### src/rtl/mtimer24_pkg.sv
`timescale 1ns/1ps
package mtimer24_pkg;

  typedef enum logic [1:0] {
    MODE_INTV  = 2'd0,
    MODE_PULSE = 2'd1,
    MODE_WDOG  = 2'd2,
    MODE_OFF   = 2'd3
  } tmr_mode_e;

  localparam int OFF_CTRL  = 'h00;
  localparam int OFF_STAT  = 'h04;
  localparam int OFF_CMPA  = 'h08;
  localparam int OFF_CMPB  = 'h0C;
  localparam int OFF_INTV  = 'h10;
  localparam int OFF_DIV   = 'h20;
  localparam int OFF_PULSE = 'h30;
  localparam int OFF_WDOG  = 'h40;
  localparam int OFF_CNT   = 'hF0;

  localparam int NUM_ST  = 4;
  localparam int ST_INTV = 0;
  localparam int ST_PA   = 1;
  localparam int ST_PB   = 2;
  localparam int ST_WD   = 3;

endpackage

### src/rtl/mtimer24_regs.sv
`timescale 1ns/1ps
module mtimer24_regs import mtimer24_pkg::*; #(
  parameter int CNT_W  = 24,
  parameter int ADDR_W = 8
) (
  input  logic                      clk_i,
  input  logic                      rst_ni,
  input  logic                      srst_i,
  input  logic                      we_i,
  input  logic [ADDR_W-1:0]         addr_i,
  input  logic [31:0]               wdata_i,
  input  logic [3:0]                wstrb_i,
  input  logic [CNT_W-1:0]          cnt_i,
  input  logic [NUM_ST-1:0]         status_i,
  output logic [31:0]               rdata_o,
  output tmr_mode_e                 mode_o,
  output logic                      run_o,
  output logic                      intv_zc_o,
  output logic                      wd_dis_o,
  output logic                      ffi_o,
  output logic [NUM_ST-1:0]         ie_o,
  output logic [CNT_W-1:0]          cmpa_o,
  output logic [CNT_W-1:0]          cmpb_o,
  output logic                      cnt_clr_o,
  output logic                      stat_clr_o,
  output logic [2:0]                div_o,
  output logic                      div_en_o,
  output logic                      ext_sel_o
);

  localparam int WA_W = ADDR_W - 2;

  logic [7:0]       ctrl_q;
  logic             intv_ie_q, intv_zc_q;
  logic [2:0]       div_q;
  logic             pb_ie_q, pa_ie_q, ffi_q;
  logic             wd_ie_q, wd_dis_q, wd_clr_q;
  logic [CNT_W-1:0] cmpa_q, cmpb_q;

  logic [WA_W-1:0] word;
  logic            aligned;
  logic sel_ctrl, sel_stat, sel_cmpa, sel_cmpb, sel_intv, sel_div, sel_pulse, sel_wdog, sel_cnt;
  logic [23:0]     lane_mask;
  logic [CNT_W-1:0] cmp_mask;
  logic            w0, w1;

  assign word      = addr_i[ADDR_W-1:2];
  assign aligned   = (addr_i[1:0] == 2'b00);
  assign sel_ctrl  = aligned && (word == WA_W'(OFF_CTRL  >> 2));
  assign sel_stat  = aligned && (word == WA_W'(OFF_STAT  >> 2));
  assign sel_cmpa  = aligned && (word == WA_W'(OFF_CMPA  >> 2));
  assign sel_cmpb  = aligned && (word == WA_W'(OFF_CMPB  >> 2));
  assign sel_intv  = aligned && (word == WA_W'(OFF_INTV  >> 2));
  assign sel_div   = aligned && (word == WA_W'(OFF_DIV   >> 2));
  assign sel_pulse = aligned && (word == WA_W'(OFF_PULSE >> 2));
  assign sel_wdog  = aligned && (word == WA_W'(OFF_WDOG  >> 2));
  assign sel_cnt   = aligned && (word == WA_W'(OFF_CNT   >> 2));

  assign w0 = we_i && wstrb_i[0];
  assign w1 = we_i && wstrb_i[1];

  // compare words: lanes 0..2 only
  assign lane_mask = {{8{wstrb_i[2]}}, {8{wstrb_i[1]}}, {8{wstrb_i[0]}}};
  assign cmp_mask  = lane_mask[CNT_W-1:0];

  logic unused_bits;
  assign unused_bits = ^{wdata_i[31:24], wstrb_i[3]};

  always_ff @(posedge clk_i or negedge rst_ni) begin
    if (!rst_ni) begin
      ctrl_q    <= '0;
      intv_ie_q <= 1'b0;
      intv_zc_q <= 1'b0;
      div_q     <= '0;
      pb_ie_q   <= 1'b0;
      pa_ie_q   <= 1'b0;
      ffi_q     <= 1'b0;
      wd_ie_q   <= 1'b0;
      wd_dis_q  <= 1'b0;
      wd_clr_q  <= 1'b0;
      cmpa_q    <= '1;
      cmpb_q    <= '1;
    end else if (srst_i) begin
      ctrl_q    <= '0;
      intv_ie_q <= 1'b0;
      intv_zc_q <= 1'b0;
      div_q     <= '0;
      pb_ie_q   <= 1'b0;
      pa_ie_q   <= 1'b0;
      ffi_q     <= 1'b0;
      wd_ie_q   <= 1'b0;
      wd_dis_q  <= 1'b0;
      wd_clr_q  <= 1'b0;
      cmpa_q    <= '1;
      cmpb_q    <= '1;
    end else begin
      if (w0 && sel_ctrl) ctrl_q <= wdata_i[7:0] & 8'hEF;
      if (w1 && sel_intv) intv_ie_q <= wdata_i[15];
      if (w0 && sel_intv) intv_zc_q <= wdata_i[0];
      if (w0 && sel_div)  div_q <= wdata_i[2:0];
      if (w1 && sel_pulse) begin
        pb_ie_q <= wdata_i[15];
        pa_ie_q <= wdata_i[14];
      end
      if (w0 && sel_pulse) ffi_q <= wdata_i[0];
      if (w1 && sel_wdog) wd_ie_q <= wdata_i[15];
      if (w0 && sel_wdog) begin
        wd_dis_q <= wdata_i[7];
        wd_clr_q <= wdata_i[0];
      end
      if (we_i && sel_cmpa)
        cmpa_q <= (cmpa_q & ~cmp_mask) | (wdata_i[CNT_W-1:0] & cmp_mask);
      if (we_i && sel_cmpb)
        cmpb_q <= (cmpb_q & ~cmp_mask) | (wdata_i[CNT_W-1:0] & cmp_mask);
    end
  end

  assign cnt_clr_o  = w0 && sel_ctrl && !wdata_i[7] && wdata_i[5];
  assign stat_clr_o = w0 && sel_stat;

  assign mode_o    = tmr_mode_e'(ctrl_q[1:0]);
  assign run_o     = ctrl_q[7];
  assign div_en_o  = ctrl_q[6];
  assign ext_sel_o = ctrl_q[2];
  assign div_o     = div_q;
  assign intv_zc_o = intv_zc_q;
  assign wd_dis_o  = wd_dis_q;
  assign ffi_o     = ffi_q;
  assign cmpa_o    = cmpa_q;
  assign cmpb_o    = cmpb_q;

  always_comb begin
    ie_o          = '0;
    ie_o[ST_INTV] = intv_ie_q;
    ie_o[ST_PA]   = pa_ie_q;
    ie_o[ST_PB]   = pb_ie_q;
    ie_o[ST_WD]   = wd_ie_q;
  end

  always_comb begin
    rdata_o = '0;
    if (sel_ctrl)  rdata_o = {24'b0, ctrl_q};
    if (sel_stat)  rdata_o = 32'(status_i);
    if (sel_cmpa)  rdata_o = 32'(cmpa_q);
    if (sel_cmpb)  rdata_o = 32'(cmpb_q);
    if (sel_intv)  rdata_o = {16'b0, intv_ie_q, 14'b0, intv_zc_q};
    if (sel_div)   rdata_o = {29'b0, div_q};
    if (sel_pulse) rdata_o = {16'b0, pb_ie_q, pa_ie_q, 13'b0, ffi_q};
    if (sel_wdog)  rdata_o = {16'b0, wd_ie_q, 7'b0, wd_dis_q, 6'b0, wd_clr_q};
    if (sel_cnt)   rdata_o = 32'(cnt_i);
  end

  // control byte only through lane 0
  assert_ctrl_lane_R2: assert property (@(posedge clk_i) disable iff (!rst_ni)
    (!srst_i && !(we_i && wstrb_i[0] && sel_ctrl)) |=> $stable(ctrl_q));

  assert_srst_cmp_R10: assert property (@(posedge clk_i) disable iff (!rst_ni)
    srst_i |=> (cmpa_q == '1 && cmpb_q == '1 && ctrl_q == '0));

endmodule

### src/rtl/mtimer24_core.sv
`timescale 1ns/1ps
module mtimer24_core import mtimer24_pkg::*; #(
  parameter int CNT_W = 24
) (
  input  logic              clk_i,
  input  logic              rst_ni,
  input  logic              srst_i,
  input  logic              tick_i,
  input  tmr_mode_e         mode_i,
  input  logic              run_i,
  input  logic              intv_zc_i,
  input  logic              wd_dis_i,
  input  logic              ffi_i,
  input  logic [CNT_W-1:0]  cmpa_i,
  input  logic [CNT_W-1:0]  cmpb_i,
  input  logic              cnt_clr_i,
  output logic [CNT_W-1:0]  cnt_o,
  output logic              ff_o,
  output logic [NUM_ST-1:0] evt_o
);

  logic [CNT_W-1:0] cnt_q, cnt_nx, inc;
  logic             ff_q, ff_nx;
  logic             adv;

  assign inc = cnt_q + 1'b1;

  always_comb begin
    case (mode_i)
      MODE_INTV:  adv = run_i && (cnt_q != cmpa_i);
      MODE_PULSE: adv = run_i;
      MODE_WDOG:  adv = run_i || !wd_dis_i;
      default:    adv = 1'b0;
    endcase
    adv = adv && tick_i;
  end

  always_comb begin
    cnt_nx = cnt_q;
    ff_nx  = ff_q;
    evt_o  = '0;
    if (adv) begin
      cnt_nx = inc;
      case (mode_i)
        MODE_INTV: if (inc == cmpa_i) begin
          evt_o[ST_INTV] = 1'b1;
          if (intv_zc_i) cnt_nx = '0;
        end
        MODE_PULSE: begin
          if (inc == cmpa_i) begin
            ff_nx        = ~ff_q;
            evt_o[ST_PA] = 1'b1;
          end else if (inc == cmpb_i) begin
            ff_nx        = ~ff_q;
            evt_o[ST_PB] = 1'b1;
            cnt_nx       = '0;
          end
        end
        MODE_WDOG: if (inc == cmpa_i) begin
          evt_o[ST_WD] = 1'b1;
          cnt_nx       = '0;
        end
        default: ;
      endcase
    end
    if (cnt_clr_i) cnt_nx = '0;
  end

  always_ff @(posedge clk_i or negedge rst_ni) begin
    if (!rst_ni) begin
      cnt_q <= '0;
      ff_q  <= 1'b0;
    end else if (srst_i) begin
      cnt_q <= '0;
      ff_q  <= ffi_i;
    end else begin
      cnt_q <= cnt_nx;
      ff_q  <= ff_nx;
    end
  end

  assign cnt_o = cnt_q;
  assign ff_o  = ff_q;

  assert_no_tick_hold_R3: assert property (@(posedge clk_i) disable iff (!rst_ni)
    (!tick_i && !cnt_clr_i && !srst_i) |=> $stable(cnt_q));

  assert_hold_at_cmpa_R4: assert property (@(posedge clk_i) disable iff (!rst_ni)
    (mode_i == MODE_INTV && cnt_q == cmpa_i && !cnt_clr_i && !srst_i) |=> (cnt_q == $past(cnt_q)));

  assert_ff_pulse_only_R5: assert property (@(posedge clk_i) disable iff (!rst_ni)
    (!srst_i && mode_i != MODE_PULSE) |=> $stable(ff_q));

  assert_off_mode_R7: assert property (@(posedge clk_i) disable iff (!rst_ni)
    (mode_i == MODE_OFF && !cnt_clr_i && !srst_i) |=> $stable(cnt_q));

  assert_evt_onehot_R5: assert property (@(posedge clk_i) disable iff (!rst_ni)
    $onehot0(evt_o));

endmodule

### src/rtl/mtimer24_status.sv
`timescale 1ns/1ps
module mtimer24_status import mtimer24_pkg::*; (
  input  logic              clk_i,
  input  logic              rst_ni,
  input  logic              srst_i,
  input  logic [NUM_ST-1:0] evt_i,
  input  logic              clr_i,
  input  logic [NUM_ST-1:0] ie_i,
  output logic [NUM_ST-1:0] flags_o,
  output logic              irq_o
);

  logic [NUM_ST-1:0] flags_q;

  // a new event in the clearing cycle survives the clear
  always_ff @(posedge clk_i or negedge rst_ni) begin
    if (!rst_ni)     flags_q <= '0;
    else if (srst_i) flags_q <= '0;
    else             flags_q <= (clr_i ? '0 : flags_q) | evt_i;
  end

  assign flags_o = flags_q;
  assign irq_o   = |(flags_q & ie_i);

  assert_clear_R8: assert property (@(posedge clk_i) disable iff (!rst_ni)
    (clr_i && evt_i == '0) |=> (flags_q == '0));

  assert_irq_src_R9: assert property (@(posedge clk_i) disable iff (!rst_ni)
    irq_o |-> (flags_q != '0));

  assert_sticky_R8: assert property (@(posedge clk_i) disable iff (!rst_ni)
    (!clr_i && !srst_i) |=> ((flags_q & $past(flags_q)) == $past(flags_q)));

endmodule

### src/rtl/mtimer24.sv
`timescale 1ns/1ps
module mtimer24 import mtimer24_pkg::*; #(
  parameter int CNT_W  = 24,
  parameter int ADDR_W = 8
) (
  input  logic              clk_i,
  input  logic              rst_ni,
  input  logic              srst_i,
  input  logic              tick_i,
  input  logic              we_i,
  input  logic [ADDR_W-1:0] addr_i,
  input  logic [31:0]       wdata_i,
  input  logic [3:0]        wstrb_i,
  output logic [31:0]       rdata_o,
  output logic              irq_o,
  output logic              ff_o,
  output logic [2:0]        presc_div_o,
  output logic              presc_div_en_o,
  output logic              presc_ext_sel_o
);

  tmr_mode_e         mode;
  logic              run, intv_zc, wd_dis, ffi, cnt_clr, stat_clr;
  logic [NUM_ST-1:0] ie, evt, flags;
  logic [CNT_W-1:0]  cmpa, cmpb, cnt;

  mtimer24_regs #(.CNT_W(CNT_W), .ADDR_W(ADDR_W)) u_regs (
    .clk_i      (clk_i),
    .rst_ni     (rst_ni),
    .srst_i     (srst_i),
    .we_i       (we_i),
    .addr_i     (addr_i),
    .wdata_i    (wdata_i),
    .wstrb_i    (wstrb_i),
    .cnt_i      (cnt),
    .status_i   (flags),
    .rdata_o    (rdata_o),
    .mode_o     (mode),
    .run_o      (run),
    .intv_zc_o  (intv_zc),
    .wd_dis_o   (wd_dis),
    .ffi_o      (ffi),
    .ie_o       (ie),
    .cmpa_o     (cmpa),
    .cmpb_o     (cmpb),
    .cnt_clr_o  (cnt_clr),
    .stat_clr_o (stat_clr),
    .div_o      (presc_div_o),
    .div_en_o   (presc_div_en_o),
    .ext_sel_o  (presc_ext_sel_o)
  );

  mtimer24_core #(.CNT_W(CNT_W)) u_core (
    .clk_i     (clk_i),
    .rst_ni    (rst_ni),
    .srst_i    (srst_i),
    .tick_i    (tick_i),
    .mode_i    (mode),
    .run_i     (run),
    .intv_zc_i (intv_zc),
    .wd_dis_i  (wd_dis),
    .ffi_i     (ffi),
    .cmpa_i    (cmpa),
    .cmpb_i    (cmpb),
    .cnt_clr_i (cnt_clr),
    .cnt_o     (cnt),
    .ff_o      (ff_o),
    .evt_o     (evt)
  );

  mtimer24_status u_status (
    .clk_i   (clk_i),
    .rst_ni  (rst_ni),
    .srst_i  (srst_i),
    .evt_i   (evt),
    .clr_i   (stat_clr),
    .ie_i    (ie),
    .flags_o (flags),
    .irq_o   (irq_o)
  );

endmodule

### config.mk
export PLATFORM = sky130hd
export DESIGN_NAME = mtimer24
export DESIGN_NICKNAME = d
export VERILOG_FILES = /design/src/rtl/mtimer24_pkg.sv /design/src/rtl/mtimer24_regs.sv /design/src/rtl/mtimer24_core.sv /design/src/rtl/mtimer24_status.sv /design/src/rtl/mtimer24.sv
export SDC_FILE = /design/constraint.sdc
export NUM_CORES = 1
export LEC_CHECK = 0
export BUFFER_PORTS_ARGS = -buffer_cell sky130_fd_sc_hd__buf_2
export CAP_MARGIN = 20
export CORE_ASPECT_RATIO = 0.8
export CORE_MARGIN = 2
export CORE_UTILIZATION = 59
export DETAILED_ROUTE_END_ITERATION = 7
export GPL_TIMING_DRIVEN = 0
export PLACE_DENSITY_LB_ADDON = 0.1
export SLEW_MARGIN = 0
export SYNTH_ARGS = -nofsm -noshare
export SYNTH_HDL_FRONTEND = slang
export SYNTH_SLANG_ARGS = --single-unit
### constraint.sdc
create_clock -name clk_i -period 4.9 [get_ports clk_i]
set_clock_uncertainty 0.15 [all_clocks]
set_input_delay 0.98 -clock clk_i [delete_from_list [all_inputs] [get_ports clk_i]]
set_output_delay 0.98 -clock clk_i [all_outputs]
set_load 0.05 [all_outputs]
# Word-level counts from Yosys, hierarchy flattened
# Index checks and enable logic that the tools add are counted.
dict set report totals {
  regBits 96
  output_inout_bits 39
  in_bits 49
}
dict set report classes {
  n_reduce_logical 48
  bitwise 9
  n_eq_ne 13
  addsub 1
  muxes 57
}
# operator count
set ops {}
lappend ops {{$mux W24} 19}
lappend ops {{$and A24 B24 Y24} 3}
lappend ops {{$pmux W24 S3} 1}
lappend ops {{$eq A24 B24 Y1} 2}
lappend ops {{$or A24 B24 Y24} 2}
lappend ops {{$mux W8} 4}
lappend ops {{$logic_and A1 B1 Y1} 26}
lappend ops {{$mux W1} 26}
lappend ops {{$add A24 B1 Y24 const B} 1}
lappend ops {{$ne A24 B24 Y1} 1}
lappend ops {{$not A24 Y24} 1}
lappend ops {{$reduce_bool A2 Y1} 12}
lappend ops {{$eq A6 B2 Y1 const B} 2}
lappend ops {{$eq A6 B4 Y1 const B} 2}
lappend ops {{$mux W4} 3}
lappend ops {{$eq A6 B1 Y1 const B} 1}
lappend ops {{$eq A6 B3 Y1 const B} 1}
lappend ops {{$eq A6 B5 Y1 const B} 1}
lappend ops {{$eq A6 B6 Y1 const B} 1}
lappend ops {{$logic_not A6 Y1} 1}
lappend ops {{$mux W3} 2}
lappend ops {{$reduce_bool A3 Y1} 2}
lappend ops {{$and A4 B4 Y4} 1}
lappend ops {{$logic_not A2 Y1} 2}
lappend ops {{other kinds (10)} 11}

# Logic depth before layout (Yosys ltp)
# Gate-level depths: netlist of run 1.
dict set report logic_depth {
  ltp_word 11
  mapped_depth 13
  mapped_depth_nobuf 9
}

# By module
# A second synthesis of run 1 with hierarchy kept.
dict set report hier_totals {
  cells_unflattened 885
  hier_area_um2 7563.5
}
# mod area_per_inst_um2 cells_each n_inst
set modules_own_cells {}
lappend modules_own_cells {mtimer24_regs 3852.4 395 1}
lappend modules_own_cells {mtimer24_core 3532.1 471 1}
lappend modules_own_cells {mtimer24_status 178.9 19 1}

# Worst setup path before layout of run 1
# OpenSTA, ideal clock, no wires.
dict set report synth_timing {
  kind {in2out}
  startpoint {in addr_i[2]}
  endpoint {out rdata_o[12]}
  t_arrival_ns 3.521
  path_stages 5
  t_required_ns 3.770
  slack_ns 0.249
  path_cell_list {clkbuf_1 clkbuf_1 clkbuf_1 mux2i_1 o21ai_0}
}
dict set report synth_between {
  elab_chain_cells 9
  word_cells_on_any_way 21
  cone_classes {eq/ne: 7; mux: 7; reduce/logical: 7}
}
# item line
set synth_rtl {}
lappend synth_rtl {{start: declaration} mtimer24.sv:11} ;# input logic [ADDR_W-1:0] addr_i,
lappend synth_rtl {{$eq A6 B2 Y1} mtimer24_regs.sv:51} ;# assign sel_cmpa = aligned && (word == WA_W'(OFF_CMPA >> 2));
lappend synth_rtl {{$logic_and A1 B1 Y1} mtimer24_regs.sv:51}
lappend synth_rtl {{$mux W24} mtimer24_regs.sv:144} ;# if (sel_cmpa) rdata_o = 32'(cmpa_q);
lappend synth_rtl {{$mux W24} mtimer24_regs.sv:145} ;# if (sel_cmpb) rdata_o = 32'(cmpb_q);
lappend synth_rtl {{$mux W24} mtimer24_regs.sv:146} ;# if (sel_intv) rdata_o = {16'b0, intv_ie_q, 14'b0, intv_zc_q};
lappend synth_rtl {{$mux W24} mtimer24_regs.sv:147} ;# if (sel_div) rdata_o = {29'b0, div_q};
lappend synth_rtl {{$mux W24} mtimer24_regs.sv:148} ;# if (sel_pulse) rdata_o = {16'b0, pb_ie_q, pa_ie_q, 13'b0, ffi_q};
lappend synth_rtl {{$mux W24} mtimer24_regs.sv:149} ;# if (sel_wdog) rdata_o = {16'b0, wd_ie_q, 7'b0, wd_dis_q, 6'b0, wd_clr_q};
lappend synth_rtl {{$mux W24 (*)} mtimer24_regs.sv:150} ;# if (sel_cnt) rdata_o = 32'(cnt_i);
lappend synth_rtl {{end: declaration} mtimer24.sv:14} ;# output logic [31:0] rdata_o,
# Mark *: on every way between the ends. The rest lies on a longest branch, timed or not.

# Worst setup path after layout of run 1
dict set report layout_timing {
  startpoint {in addr_i[2]}
  endpoint {out rdata_o[13]}
}
# The elaborated chain is that of the path after synthesis.

==> results of run 1 <==
stage by stage:
| stage | cells | power [uW] | instance area, sq um | hold slack (ns) |
|---|---|---|---|---|
| after global placement | 956 | 1120 | 7240 | 0.360 |
| after detailed placement | 957 | 1130 | 7280 | 0.368 |
| after global routing | 973 | 1880 | 7570 | 0.391 |
| after CTS | 973 | 1820 | 7570 | 0.382 |
| after floorplan | 743 | 1040 | 6720 | 0.334 |
| final | 973 | 1820 | 7570 | 0.381 |
routing by layer:
metal / routed length (microns) / GRT usage
met1: 9210 / 0.552
met2: 10000 / 0.573
met5: 0 / 0
met4: 489 / 0.0927
met3: 2710 / 0.0808
cells by family (layout without fill, tap and decap cells):
group	Yosys count	in the layout	share of synthesized area
other	1	8	0.000561
buffers and inverters	71	157	0.0507
and+or+nand+nor	283	283	0.225
muxes	45	45	0.0754
adders and majority gates	2	2	0.00337
xor gates and xnor gates	67	67	0.0898
AOI/OAI and AO/OA	172	172	0.191
DFF	95	95	0.364
final cells by class:
cell class | instances | share of cell area
well taps | 144 | 0.0238
flip-flops and latches | 95 | 0.322
clock inverters | 7 | 0.00859
inverters | 8 | 0.00397
clock buffers | 9 | 0.0297
repair buffers | 70 | 0.0496
multi-input cells | 577 | 0.522
plain buffers | 63 | 0.0408
synth_stat cells, drive strengths merged (3+ instances only):
cell | count | area share
o22a | 42 | 0.055
and4 | 4 | 0.0052
a21oi | 13 | 0.0097
a41oi | 4 | 0.0052
dfrtp | 47 | 0.18
o31ai | 6 | 0.0067
or2 | 3 | 0.0028
a211oi | 3 | 0.0034
nor2b | 11 | 0.010
a2111oi | 3 | 0.0039
nor3 | 8 | 0.0060
or3 | 14 | 0.013
nand2 | 71 | 0.040
a32oi | 6 | 0.0079
nor2 | 52 | 0.029
or4 | 8 | 0.0095
a31oi | 5 | 0.0047
mux2i | 38 | 0.057
inv | 8 | 0.0045
mux4 | 4 | 0.013
o211ai | 8 | 0.0090
and3 | 14 | 0.013
clkbuf | 33 | 0.019
dfstp | 48 | 0.19
nor4 | 15 | 0.015
buf | 30 | 0.028
nand4 | 24 | 0.026
o32a | 4 | 0.0060
a22oi | 9 | 0.010
or3b | 4 | 0.0052
xnor2 | 29 | 0.038
xor2 | 37 | 0.048
o22ai | 5 | 0.0047
o21ai | 36 | 0.027
nand3 | 32 | 0.024
nand2b | 8 | 0.0075
mux2 | 3 | 0.0051
and2 | 4 | 0.0037
nor3b | 6 | 0.0067
a22o | 8 | 0.010
worst reg2reg max path, stage by stage (launching register included):
cell       delay [ns]
dfrtp_1          0.51
ha_1             0.20
buf_2            0.20
nand3_1          0.23
or4_1            0.64
clkbuf_1         0.26
nor3b_1          0.25
o211ai_1         0.19
or4_1            0.50
o2111ai_2        0.46
clkbuf_1         0.49
a32oi_1          0.22
o31ai_1          0.10
layout by cell type, fill, tap and decap left out, types with 13 or more instances in the layout:
cell type,n
clkbuf_1,33
or3_1,14
nor4_1,13
nand2_1,71
xnor2_1,29
and3_1,14
dfstp_2,48
nor2_1,52
nand4_1,22
dfrtp_1,47
xor2_1,37
o21ai_0,35
o22a_1,42
a21oi_1,13
mux2i_1,38
nand3_1,32
buf_4,15
buf_2,78
report_power, final:
group          switching [uW]  leakage, uW  internal, uW
registers                43.3      0.00116           842
logic                     147      0.00175          98.6
clock network             338     0.000140           355
total                     528      0.00305          1290
registers in the layout, indices dropped and copies added, names as in the netlist, 3 cells and up:
| name | cells |
|---|---|
| u_regs.ctrl_q | 7 |
| u_regs.div_o | 3 |
| u_status.flags_o | 4 |
| u_regs.cmpa_o | 24 |
| u_core.cnt_o | 24 |
| u_regs.cmpb_o | 24 |
timing repair:
item                       CTS  global route
hold buffers                 0             0
setup endpoints to repair    0            11
gates resized for setup      0             1
buffers inserted             0             0
worst max-delay path by stage:
stage / start / endpoint / slack, ns / cells past startpoint
2_1_floorplan: addr_i[2] / rdata_o[12] / 0.25 / 5
3_3_place_gp: u_core.cnt_o[1]$_DFFE_PN0P_ / u_core.cnt_o[21]$_DFFE_PN0P_ / 0.21 / 11
3_5_place_dp: addr_i[3] / rdata_o[4] / 0.19 / 8
4_1_cts: addr_i[3] / rdata_o[4] / 0.19 / 8
5_1_grt: addr_i[2] / rdata_o[14] / 0.04 / 7
6_report: addr_i[2] / rdata_o[13] / 0.19 / 7
==> results by group, run 1 <==
Outcome
  – Status: completed

Clock tree
  – CTS tree: done
  – CTS root buffer: clkbuf_16
  – H-tree Lvls: 3
  – Clk slew on worst S/H paths: 0.07 ns
  – Total CTS buffers: 9
  – Bufs on Longest Clock Path: 2
  – Worst skew pair latency: 0.35 ns
  – Clk sinks: 95

Floorplan
  – CORE AREA: 11,000 sq um
  – IO Count: 88
  – Starting Density: 0.609
  – Die X: 123 microns
  – Total Die Area: 12,200 sq um
  – Die H: 99.2 microns
  – Cell Rows: 34

STA
  – Actual slew at the worst max-slew pin: 1.02 ns
  – Crit share post-route: 0.962
  – Unrepaired setup endpoints after global routing: false
  – Fin crit period: 4.71 ns
  – Final setup violation count: 0
  – Setup TNS: 0 ns
  – Relative slew slack: 0.313
  – Max Fclk: 212 MHz
  – Pins Over Slew Limit: 0
  – Hold Fails Final Rpt: 0
  – Setup WS post-layout: 0.186 ns

Detailed routing
  – Post-DR wirelength/cell: 23.0 microns
  – Vias: 6,723
  – Vias per cell: 6.91
  – Drt total wl: 22,400 microns
  – Drt pass-1 iters: 6
  – # DRC: 0
  – Drt initial violations: 764
  – Post-DRT Antenna Nets: 0

Critical path
  – CP max-delay cell: clkbuf_1
  – Most common cell on crit path: clkbuf_1
  – Origin of the critical flop-to-flop path: u_core.cnt_o[1]$_DFFE_PN0P_
  – Reg2Reg Depth: 12
  – Worst path top cell family by delay: buffers and inverters
  – Buf+Inv Stages, Crit Path: 5
  – Critical path arrival: 3.58 ns
  – Worst R2R End: u_core.cnt_o[23]$_DFFE_PN0P_
  – Worst-path fanout max: 10
  – CP startpoint kind: primary input
  – Worst reg-to-reg setup slack: 0.42 ns
  – CP Class: primary input to output pin
  – Element type at the critical path end: output pin
  – Critical Path RT: 3.77 ns
  – Critical Path, Cell by Cell: buf_2, clkbuf_1, clkbuf_1, clkbuf_1, mux2i_1, o21ai_0, buf_2
  – Slowest stage delay, CP: 0.62 ns

Synth
  – Yosys warnings: 0
  – Post-Syn Area per Cell: 9.09 sq um
  – Ys flop type: dfstp_2
  – #FFs+latches synth: 95
  – Number of flops mapped to enable cells by yosys: 0
  – Ys async rst share: 1.00
  – Cell Area, Synth: 6690 sq um
  – Cells after synthesis: 736
  – Synth unique cells: 71
  – Seq/Total Area, Yosys: 0.364

Layout
  – Footprint of the multi-input gates: 3950 sq um
  – Fillers: 884
  – Layout cell share with drive strength beyond 1: 0.220
  – Finished Core Util: 0.690
  – Sequential standard cell area: 2440 sq um
  – Diode count: 0
  – Layout Nets: 874
  – Area Growth Syn to Fin: 13.2%

Global routing
  – Overall Global Routing Usage: 0.378
  – Initial antenna violation count: 0
  – Largest net degree at the start of global routing: 73
  – First-pass GRT wire length: 35,100 microns
  – Vias in the first global route: 6,311
  – Grt ovf: 0

Min path
  – WHS Path Cells: 1
  – Worst hold path class: register to register
  – Hold path start: u_regs.cmpa_o[3]$_DFFE_PN1P_
  – Hold endpoint: u_regs.cmpa_o[3]$_DFFE_PN1P_

Place
  – Final Wtd Congestion: 1.02
  – DP HPWL: 17,100 microns
  – Pre-CTS setup slack: 0.187 ns
  – Port Buffers: 69

Flow run
  – Max cap viols: 0

Power and ir drop
  – Pwr dens: 241 nW/um^2
  – Peak supply drop: 0.208 mV
  – Leak pwr: 0.00305 uW
Note: power is estimated with default switching activity, not from simulation.
==> run 2, diff against run 1 <==
--- a/config.mk
+++ b/config.mk
@@ -5,11 +5,12 @@
 export SDC_FILE = /design/constraint.sdc
 export NUM_CORES = 1
 export LEC_CHECK = 0
+export ABC_AREA = 1
 export BUFFER_PORTS_ARGS = -buffer_cell sky130_fd_sc_hd__buf_2
 export CAP_MARGIN = 20
 export CORE_ASPECT_RATIO = 0.8
 export CORE_MARGIN = 2
-export CORE_UTILIZATION = 59
+export CORE_UTILIZATION = 60
 export DETAILED_ROUTE_END_ITERATION = 7
 export GPL_TIMING_DRIVEN = 0
 export PLACE_DENSITY_LB_ADDON = 0.1
==> run 2 against run 1 <==
Compared with the run above: sequential cell count did not move; die area rose by 4.7%; via count increased by 18%; power increased by 12%; critical endpoint is now rdata_o[6]; highest routed layer unchanged.
==> results by group, run 2 <==
Clock tree
  – Worst skew pair latency: 0.35 ns (about the same)
  – Clk slew on worst S/H paths: 0.07 ns (about the same)
  – Total CTS buffers: 9 (unchanged)
  – H-tree Lvls: 3 (unchanged)
  – Setup bufs post-CTS: 0 (unchanged)
  – Clk sinks: 95 (unchanged)
  – Post_cts resized: 0 (unchanged)
  – Bufs on Longest Clock Path: 2 (unchanged)
  – CTS tree: done (unchanged)
  – CTS root buffer: clkbuf_16 (unchanged)
  – Post-CTS Hold Fix Bufs: 0 (unchanged)

Layout
  – Fillers: 1,044 (was 884)
  – Footprint of the multi-input gates: 3940 sq um (was 3950 sq um)
  – Most common cell after layout, fill and taps aside: nand2_1 (was buf_2)
  – Final Non-Filler Cells: 1,302 (was 973)
  – Most frequent cells in the layout: nand2_1 (290), inv_1 (142), nand3_1 (91) (was buf_2 (78), nand2_1 (71), nor2_1 (52))
  – Layout Nets: 1,199 (was 874)
  – Sequential standard cell area: 2440 sq um (unchanged)
  – Layout cell share with drive strength beyond 1: 0.174 (was 0.220)
  – Area Growth Syn to Fin: 12.5% (was 13.2%)
  – Diode count: 0 (unchanged)
  – Finished Core Util: 0.695 (was 0.690)

Floorplan
  – Total Die Area: 12,800 sq um (was 12,200 sq um)
  – Die X: 126 microns (was 123 microns)
  – Cell Rows: 35 (was 34)
  – IO Count: 88 (unchanged)
  – Die H: 102 microns (was 99.2 microns)
  – CORE AREA: 11,600 sq um (was 11,000 sq um)
  – Starting Density: 0.617 (was 0.609)

Power and ir drop
  – Pwr dens: 253 nW/um^2 (was 241 nW/um^2)
  – Peak supply drop: 0.225 mV (was 0.208 mV)
  – Leak pwr: 0.00409 uW (was 0.00305 uW)

STA
  – Fin crit period: 4.56 ns (was 4.71 ns)
  – Final setup violation count: 0 (unchanged)
  – Max Fclk: 219 MHz (was 212 MHz)
  – Crit share post-route: 0.930 (was 0.962)
  – Pins Over Slew Limit: 0 (unchanged)
  – Actual slew at the worst max-slew pin: 1.10 ns (was 1.02 ns)
  – Unrepaired setup endpoints after global routing: false (unchanged)
  – Relative slew slack: 0.265 (was 0.313)
  – Setup WS post-layout: 0.344 ns (was 0.186 ns)
  – Hold Fails Final Rpt: 0 (unchanged)
  – Setup TNS: 0 ns (unchanged)

Synth
  – Mux contribution to synthesized area: 0.00281 (was 0.0754)
  – Simple-Gate Fraction of Synth Area: 0.336 (was 0.225)
  – Synth Area in Compound Gates: 0.156 (was 0.191)
  – Ys async rst share: 1.00 (unchanged)
  – Post-Syn Area per Cell: 6.71 sq um (was 9.09 sq um)
  – Cell Area, Synth: 7140 sq um (was 6690 sq um)
  – Area contributors post-synth: dfstp_2 (18%), dfrtp_1 (16%), nand2_1 (15%) (was dfstp_2 (19%), dfrtp_1 (18%), mux2i_1 (5.7%))
  – Yosys warnings: 0 (unchanged)
  – #FFs+latches synth: 95 (unchanged)
  – Seq/Total Area, Yosys: 0.342 (was 0.364)
  – Ys flop type: dfstp_2 (unchanged)
  – Cells after synthesis: 1,063 (was 736)
  – Most common cell in the synthesized netlist: nand2_1 (unchanged)
  – Number of flops mapped to enable cells by yosys: 0 (unchanged)
  – Synth top area share: 0.177 (was 0.189)
  – Main combinational cell family by area after synthesis: simple AND/OR/NAND/NOR gates (unchanged)
  – Synth top cells by count: nand2_1 (290), inv_1 (142), nand3_1 (91), o21ai_0 (86), nor2_1 (78) (was nand2_1 (71), nor2_1 (52), dfstp_2 (48), dfrtp_1 (47), o22a_1 (42))
  – Area share of fa/ha/maj cells after synthesis: 0.00175 (was 0.00337)
  – Top cell type by total area after synthesis: dfstp_2 (unchanged)
  – Post-synthesis xor/xnor area fraction: 0.0514 (was 0.0898)
  – Synth unique cells: 45 (was 71)

Global routing
  – Overall Global Routing Usage: 0.391 (was 0.378)
  – Largest net degree at the start of global routing: 72 (was 73)
  – First-pass GRT wire length: 38,300 microns (was 35,100 microns)
  – Grt ovf: 0 (unchanged)
  – Vias in the first global route: 6,984 (was 6,311)
  – Initial antenna violation count: 0 (unchanged)

Critical path
  – Critical path arrival: 3.43 ns (was 3.58 ns)
  – Worst reg-to-reg setup slack: 1.63 ns (was 0.42 ns)
  – Critical Path RT: 3.77 ns (about the same)
  – Element type at the critical path end: output pin (unchanged)
  – CP startpoint kind: primary input (unchanged)
  – Worst-path fanout max: 10 (unchanged)
  – CP Class: primary input to output pin (unchanged)

Flow run
  – Max cap viols: 0 (unchanged)

Detailed routing
  – Post-DR wirelength/cell: 19.2 microns (was 23.0 microns)
  – Vias: 7,911 (was 6,723)
  – Drt total wl: 25,000 microns (was 22,400 microns)
  – Drt initial violations: 974 (was 764)
  – Drt pass-1 iters: 6 (unchanged)
  – Post-DRT Antenna Nets: 0 (unchanged)
  – Vias per cell: 6.08 (was 6.91)
  – # DRC: 0 (unchanged)

Place
  – Pre-CTS setup slack: 0.540 ns (was 0.187 ns)
  – DP HPWL: 18,900 microns (was 17,100 microns)
  – Port Buffers: 67 (was 69)
  – Placed insts: 1,286 (was 957)
  – Final Wtd Congestion: 1.03 (was 1.02)

Outcome
  – Status: completed (unchanged)

Min path
  – Worst hold path class: register to register (unchanged)
## run 2: changes by cell type after synthesis, sizes merged, moves of 36 or more
cell   change
inv      +137
mux2i     -36
nand2    +228
nand3     +72
nor2      +43
o21ai     +55
o22a      -42
o22ai     +48
## run 2: cell type report
class,count,area share
Buffer,44,0.0287
Clock buffer,11,0.0315
Clock inverter,5,0.00795
Inverter,147,0.0687
Multi-Input combinational cell,784,0.491
Sequential cell,95,0.304
Tap cell,148,0.0231
Timing Repair Buffer,68,0.0455
## run 2: critical path, stage by stage
cell	delay (ns)
buf_2	0.09
or2_2	0.32
nor2_1	0.10
inv_1	0.07
nor3_1	0.57
inv_1	0.20
clkbuf_1	0.40
o21ai_0	0.37
buf_2	0.32
## run 2: final timing paths
check / startpoint / end / cells past startpoint
min in group asynchronous: rst_ni / u_regs.wd_ie_q$_DFFE_PN0P_ / 1
setup reg to reg: u_core.cnt_o[0]$_DFFE_PN0P_ / u_core.cnt_o[10]$_DFFE_PN0P_ / 17
hold reg to reg: u_regs.cmpa_o[11]$_DFFE_PN1P_ / u_regs.cmpa_o[11]$_DFFE_PN1P_ / 2
setup / recovery: addr_i[1] / rdata_o[6] / 9
hold / removal: u_regs.cmpa_o[11]$_DFFE_PN1P_ / u_regs.cmpa_o[11]$_DFFE_PN1P_ / 2
max in group asynchronous: rst_ni / u_regs.cmpb_o[16]$_DFFE_PN1P_ / 2
## run 2: kinds of logic (layout without fill, tap and decap cells)
logic type	count (synthesis)	after routing
mux	2	2
flops	95	95
xor+xnor	41	41
fa+ha+maj	1	1
other cells	1	8
compound gates	199	199
simple gates	533	533
buf+inv	191	275
## run 2: routing by layer
layer / vias up / global-route usage / routed length [microns]
met2: 564 / 0.566 / 10400
li1: 3639 / - / -
met1: 3646 / 0.573 / 10400
met5: - / 0 / 0
met3: 62 / 0.104 / 3490
met4: 0 / 0.123 / 651
## run 2: stage by stage
stage                     power [uW]  hold WS, ns  cell area, sq um
after floorplan                 1140        0.304              7160
after global placement          1260        0.323              7680
after detailed placement        1270        0.342              7710
after CTS                       2020        0.356              8030
after global routing            2090        0.380              8030
final                           2030        0.357              8030
## run 2: power by group
part | internal, uW | total (uW) | switching, uW | leakage, uW
clock network | 430 | 768 | 338 | 0.000158
logic | 106 | 353 | 247 | 0.00278
registers | 871 | 914 | 42.9 | 0.00115
total | 1410 | 2030 | 628 | 0.00409
